--- src/rtl/trig_hold_ctl.sv ---
module trig_hold_ctl #(
  parameter int SYNC_STAGES = 2,
  parameter int CNT_W       = 8
) (
  input  logic             clk,
  input  logic             rst_n,
  input  logic             trig_in,
  input  logic             xfer_done,
  input  logic             clr_ovr,
  input  logic             clr_mem,
  output logic             start_req,
  output logic [1:0]       chan_state,
  output logic             ovr_flag,
  output logic             mem_flag,
  output logic [CNT_W-1:0] drop_cnt
);
  localparam logic [CNT_W-1:0] CNT_MAX = {CNT_W{1'b1}};

  logic [SYNC_STAGES:0] sync_q;
  logic busy_q, pend_q;

  wire trig_edge = sync_q[SYNC_STAGES-1] & ~sync_q[SYNC_STAGES];

  // done is resolved before the edge
  wire fire_pend = xfer_done & busy_q & pend_q;
  wire busy_eff  = (busy_q & ~xfer_done) | fire_pend;
  wire pend_eff  = pend_q & ~xfer_done;

  wire fire_new  = trig_edge & ~busy_eff;
  wire hold_new  = trig_edge & busy_eff & ~pend_eff;
  wire trash_new = trig_edge & busy_eff & pend_eff;

  always_ff @(posedge clk or negedge rst_n) begin
    if (!rst_n) begin
      sync_q    <= '0;
      busy_q    <= 1'b0;
      pend_q    <= 1'b0;
      start_req <= 1'b0;
      ovr_flag  <= 1'b0;
      mem_flag  <= 1'b0;
      drop_cnt  <= '0;
    end else begin
      sync_q    <= {sync_q[SYNC_STAGES-1:0], trig_in};
      busy_q    <= busy_eff | fire_new;
      pend_q    <= pend_eff | hold_new;
      start_req <= fire_pend | fire_new;
      ovr_flag  <= trash_new | (ovr_flag & ~clr_ovr);
      mem_flag  <= hold_new | (mem_flag & ~clr_mem);
      if (trash_new && drop_cnt != CNT_MAX)
        drop_cnt <= drop_cnt + 1'b1;
    end
  end

  assign chan_state = {pend_q, busy_q};
endmodule


--- config.mk ---
export PLATFORM = sky130hd
export DESIGN_NAME = trig_hold_ctl
export DESIGN_NICKNAME = d
export VERILOG_FILES = /design/src/rtl/trig_hold_ctl.sv
export SDC_FILE = /design/constraint.sdc
export NUM_CORES = 1
export LEC_CHECK = 0
export BUFFER_PORTS_ARGS = -buffer_cell sky130_fd_sc_hd__buf_2
export CAP_MARGIN = 25
export CORE_MARGIN = 1.5
export CORE_UTILIZATION = 44
export CTS_CLUSTER_SIZE = 16
export DETAILED_ROUTE_END_ITERATION = 8
export PLACE_DENSITY_LB_ADDON = 0.3
export RECOVER_POWER = 100
export SETUP_SLACK_MARGIN = 0.2
export SKIP_LAST_GASP = 1
export SLEW_MARGIN = 20
export SYNTH_ARGS = -nofsm -noshare
export SYNTH_HDL_FRONTEND = slang
export SYNTH_SLANG_ARGS = --single-unit
--- constraint.sdc ---
create_clock -name clk -period 1.48 [get_ports clk]
set_input_delay 0.074 -clock clk [delete_from_list [all_inputs] [get_ports clk]]
set_output_delay 0.074 -clock clk [all_outputs]
set_load 0.01 [all_outputs]
# After elaboration in Yosys (flattened, before gate mapping)
# Cells that the tools add are included.
# W data, S select, Z words.
[word_totals] register_bits=16 latchBits=0 ramBits=0 mem_bits_ro=0 input_bits=6 out_inout_bits=13 wordCells=33 mem_count=0
[op_classes] n_addsub=1 mul=0 n_div=0 n_lt_le_gt_ge=0 n_eq_ne=1 n_shift=0 muxes=0 bitwise=23 n_reduce_logical=1
[ops] op="$and A1 B1 Y1" count=11
[ops] op="$add A8 B1 Y8 const B" count=1
[ops] op="$ne A8 B8 Y1 const B" count=1
[ops] op="$not A1 Y1" count=6
[ops] op="$or A1 B1 Y1" count=6
[ops] op="$logic_and A1 B1 Y1" count=1

# Longest topological paths before layout
[depth] ltp_word=6 ltp_mapped=5 ltp_nobuf=5

# Worst setup path before layout
# OpenSTA, ideal clock, no wires.
[synth_timing] path_kind="register -> register" start="register drop_cnt[0]" end="register drop_cnt[1]" setup_time_ns=0.128 arrival_time_ns=1.346 t_required_ns=1.352 setup_slack_ns=0.006 stages_incl_launch_ff=5 n_path_buf=0 period_less_slack_ns=1.474 path_cell_list="dfrtp_1 > ha_1 > and3_1 > a21oi_2 > mux2_1"
[synth_between] elab_chain_cells=2 elab_cells_between_ends=3 cone_classes="add/sub (1); eq/ne (1); reduce/logical (1)"
[synth_lines] element="start, declared" line="15" rtl="output logic [CNT_W-1:0] drop_cnt"
[synth_lines] element="start signal, assigned" line="50" rtl="drop_cnt <= drop_cnt + 1'b1;"
[synth_lines] element="branches (longest 2 deep; another with $add A8 B1 Y8)"
# Parallel ways; which one is timed is not known.
# A chain may end at the register's enable or synchronous reset.

# Final worst setup path
[layout_timing] start="register sync_q[2]" end="register drop_cnt[5]"
[layout_between] elab_chain_cells=5
[layout_lines] element="start, declared" line="19" rtl="logic [SYNC_STAGES:0] sync_q;"
[layout_lines] element="start signal, assigned" line="43" rtl="sync_q <= {sync_q[SYNC_STAGES-1:0], trig_in};"
[layout_lines] element="$not A1 Y1" line="22" rtl="wire trig_edge = sync_q[SYNC_STAGES-1] & ~sync_q[SYNC_STAGES];"
[layout_lines] element="$and A1 B1 Y1" line="22"
[layout_lines] element="$and A1 B1 Y1 (2 in series)" line="31" rtl="wire trash_new = trig_edge & busy_eff & pend_eff;"
[layout_lines] element="$logic_and A1 B1 Y1" line="49" rtl="if (trash_new && drop_cnt != CNT_MAX)"
# Every way passes these cells.

==> summary.md <==
| Metric | Value |
|---|---|
| Gr busiest metal | met2 |
| Initial antenna violation count | 0 |
| Fin Hold WS | ~0.080 ns |
| Total CTS buffers | 3 |
| Syn Nets | 70 |
| Total track usage | 0.167 |
| Routed via count | between 500 and 600 |
| Dpl hpwl | 965 um |
| Mapped Area | between 700 and 800 um^2 |
| Setup violators final | 0 |
| PwrDens | 952 mW/mm^2 |
| Yosys reg bits | 16 |
| Min-delay worst type | in2reg |
| Met1 Track Usage GR | 0.214 |
| Avg Cell Area, Syn | 11.4 um^2 |
| Number of diodes | 0 |
| Clk_lat worst skew | approximately 0.28 ns |
| Crit Path Max Fanout | 3 |
| # port buffers | 18 |
| Fmax | ~710 MHz |
| Area delta synth->final | 39.6% |
| DRC | 0 |
| Met3 Use GR | 0.0500 |
| Antenna Violating Nets Remaining | 0 |
| Leakage Power | 0.000465 uW |
| Worst Path Arrival | roughly 1.6 ns |
| I/O Pins | 19 |
| Vias in the first global route | approximately 550 |
| H-tree levels | 1 |
| TritonCTS clock tree | done |
| Initial core utilization | 0.470 |
| Syn Inst Count | 63 |
| CTS Buffer Depth | 2 |
| Final Skew | ~0.00048 ns |
| Max Cap Violations | 0 |
| Final worst-path cycle share | 0.947 |
| Site row count | 14 |
| Final WL | between 1000 and 1500 um |
| GPL Wtd Cong | ~0.77 |
| Pre-antenna DRT Iters | 4 |
| Setup tns final | 0 ns |
| Root Buffer | clkbuf_4 |
| Yosys Warn Count | 0 |
| Initial DRC Count | 12 |
| Fin nets | between 100 and 150 |
| Slew @ Worst Pin | between 0.8 and 0.9 ns |
| IR drop worst, VDD | roughly 0.65 mV |
| Die area | 0.00188 mm^2 |
| Chip width | between 40 and 50 um |
| Largest net degree at the start of global routing | 17 |
| RSZ-0062 raised after global routing | true |
| Max Slew Vio Count | 0 |
| Filler cells | 122 |
| First-pass GRT wire length | 2280 um |
| Run status | completed |
| Number of cells after detailed placement | 99 |
| CP Class | reg2reg |
| Final hold violations | 0 |
| Data required time at the worst endpoint | 1.65 ns |
| Pwr Total | ~950 uW |
| CTS sink count | 16 |
| Remaining Overflow, GRT | 0 |
| Setup crit end kind | register |
| DR WL/cell | between 10 and 15 um |
| Startpoint Class | register |
| Clk slew on worst S/H paths | 0.09 ns |
| Fin cells | 110 |
| Global routing usage on met2 | 0.272 |
| Die Ht | 43.4 um |
| Slew headroom | 0.449 |
| Min cycle time layout | about 1.4 ns |
| Placeable Area | 0.00152 mm^2 |
| Sequential area share after synthesis | 0.558 |
| Fin util | 0.657 |
| Vias per inst | a little over 5 |
| Share of cells above drive strength 1 | 0.394 |
| Yosys cell types | 27 |
path summary, 6_finish.rpt:
check | from | to | slack [ns] | cells after the start
min reg2reg | sync_q[0]$_DFF_PN0_ | sync_q[1]$_DFF_PN0_ | 0.36 | 0
max | sync_q[2]$_DFF_PN0_ | drop_cnt[5]$_DFFE_PN0P_ | 0.08 | 4
max in group asynchronous | rst_n | drop_cnt[2]$_DFFE_PN0P_ | 0.58 | 2
max reg2reg | sync_q[2]$_DFF_PN0_ | drop_cnt[5]$_DFFE_PN0P_ | 0.08 | 4
min | xfer_done | pend_q$_DFF_PN0_ | 0.08 | 2
min in group asynchronous | rst_n | mem_flag$_DFF_PN0_ | 0.40 | 2
worst max-delay path: stages (launching register included):
cell and delay [ns]:
dfrtp_1 0.42, nand4b_1 0.23, nor3_2 0.15, and3_1 0.20, mux2_4 0.30
cells in the final DEF (no fill, tap or decap), types with 2 or more instances in the layout:
cell type	count
nor2b_2	2
nor2_1	3
nand3_1	3
dlygate4sd3_1	4
dfrtp_1	16
nand4_1	2
clkbuf_4	3
buf_2	13
nand2b_1	3
inv_1	2
nor3_2	2
a21oi_1	3
xor2_1	2
nand2_1	4
buf_4	5
clkbuf_1	6
o21ai_0	3
mux2_4	2
registers in the layout, indices dropped and copies added (netlist names):
name and cells:
sync_q 3, ovr_flag 1, mem_flag 1, drop_cnt 8, start_req 1, busy_q 1, pend_q 1
metrics by stage:
step	area [um^2]	setup slack [ns]
3_5_place_dp	860	0.0425
5_1_grt	1000	0.0194
2_1_floorplan	734	0.0798
4_1_cts	976	0.0955
6_report	1000	0.0780
3_3_place_gp	860	0.00925
final cells by class:
type / instances / area, um^2 / area share
Clock buffer: 4 / 36.3 / 0.0363
Inverter: 2 / 7.51 / 0.00750
Multi-Input combinational cell: 43 / 360 / 0.360
Sequential cell: 16 / 400 / 0.400
Tap cell: 16 / 20.0 / 0.0200
Timing Repair Buffer: 29 / 176 / 0.176
kinds of logic (layout without fill, tap and decap cells):
kind of cell	after synthesis	count (layout)	share of synthesized area
AND/OR/NAND/NOR	26	26	0.216
flip-flops	16	16	0.558
AO/OA/AOI/OAI	10	10	0.0925
buffers and inverters	4	35	0.0314
XOR/XNOR	3	3	0.0367
multiplexers	3	3	0.0471
adder cells (fa/ha/maj)	1	1	0.0174
synth_stat cells:
library cell,instances,area (um^2)
xor2_1,2,17.5
nor3_2,1,10.0
nor2_1,3,11.3
nor2b_1,2,12.5
xnor2_1,1,8.76
a21oi_2,1,8.76
nor3_1,1,5.00
mux2_2,1,11.3
and4_1,1,8.76
nand4b_1,1,8.76
dfrtp_1,16,400
nand3_1,4,20.0
buf_4,2,15.0
o21ai_0,3,15.0
a211oi_2,1,12.5
nand4_1,2,12.5
nand2_1,4,15.0
nand2b_1,3,18.8
nand4bb_1,1,11.3
inv_1,2,7.51
o21a_1,1,7.51
a21o_1,1,7.51
ha_1,1,12.5
and3_1,2,12.5
and3b_1,1,8.76
mux2_1,2,22.5
a21oi_1,3,15.0
power by group:
part	leakage, uW	total (uW)	switching, uW	internal [uW]
Sequential	0.000209	502	32.5	469
Combinational	0.000235	170	77.6	92.8
Clock	0.0000210	281	131	149
per-layer routing:
metal / up-vias / wire (um)
met5: - / 0
met1: 261 / 701
li1: 286 / -
met2: 14 / 662
met3: 0 / 52
met4: 0 / 0
what timing repair did:
item	4_1_cts	5_1_grt
setup endpoints to repair	5	8
gates resized for setup	4	6
pin swaps	3	3
endpoints found under the hold margin	19	0
hold buffers	4	0
buffers inserted	3	0
(Power assumes the default switching activity.)
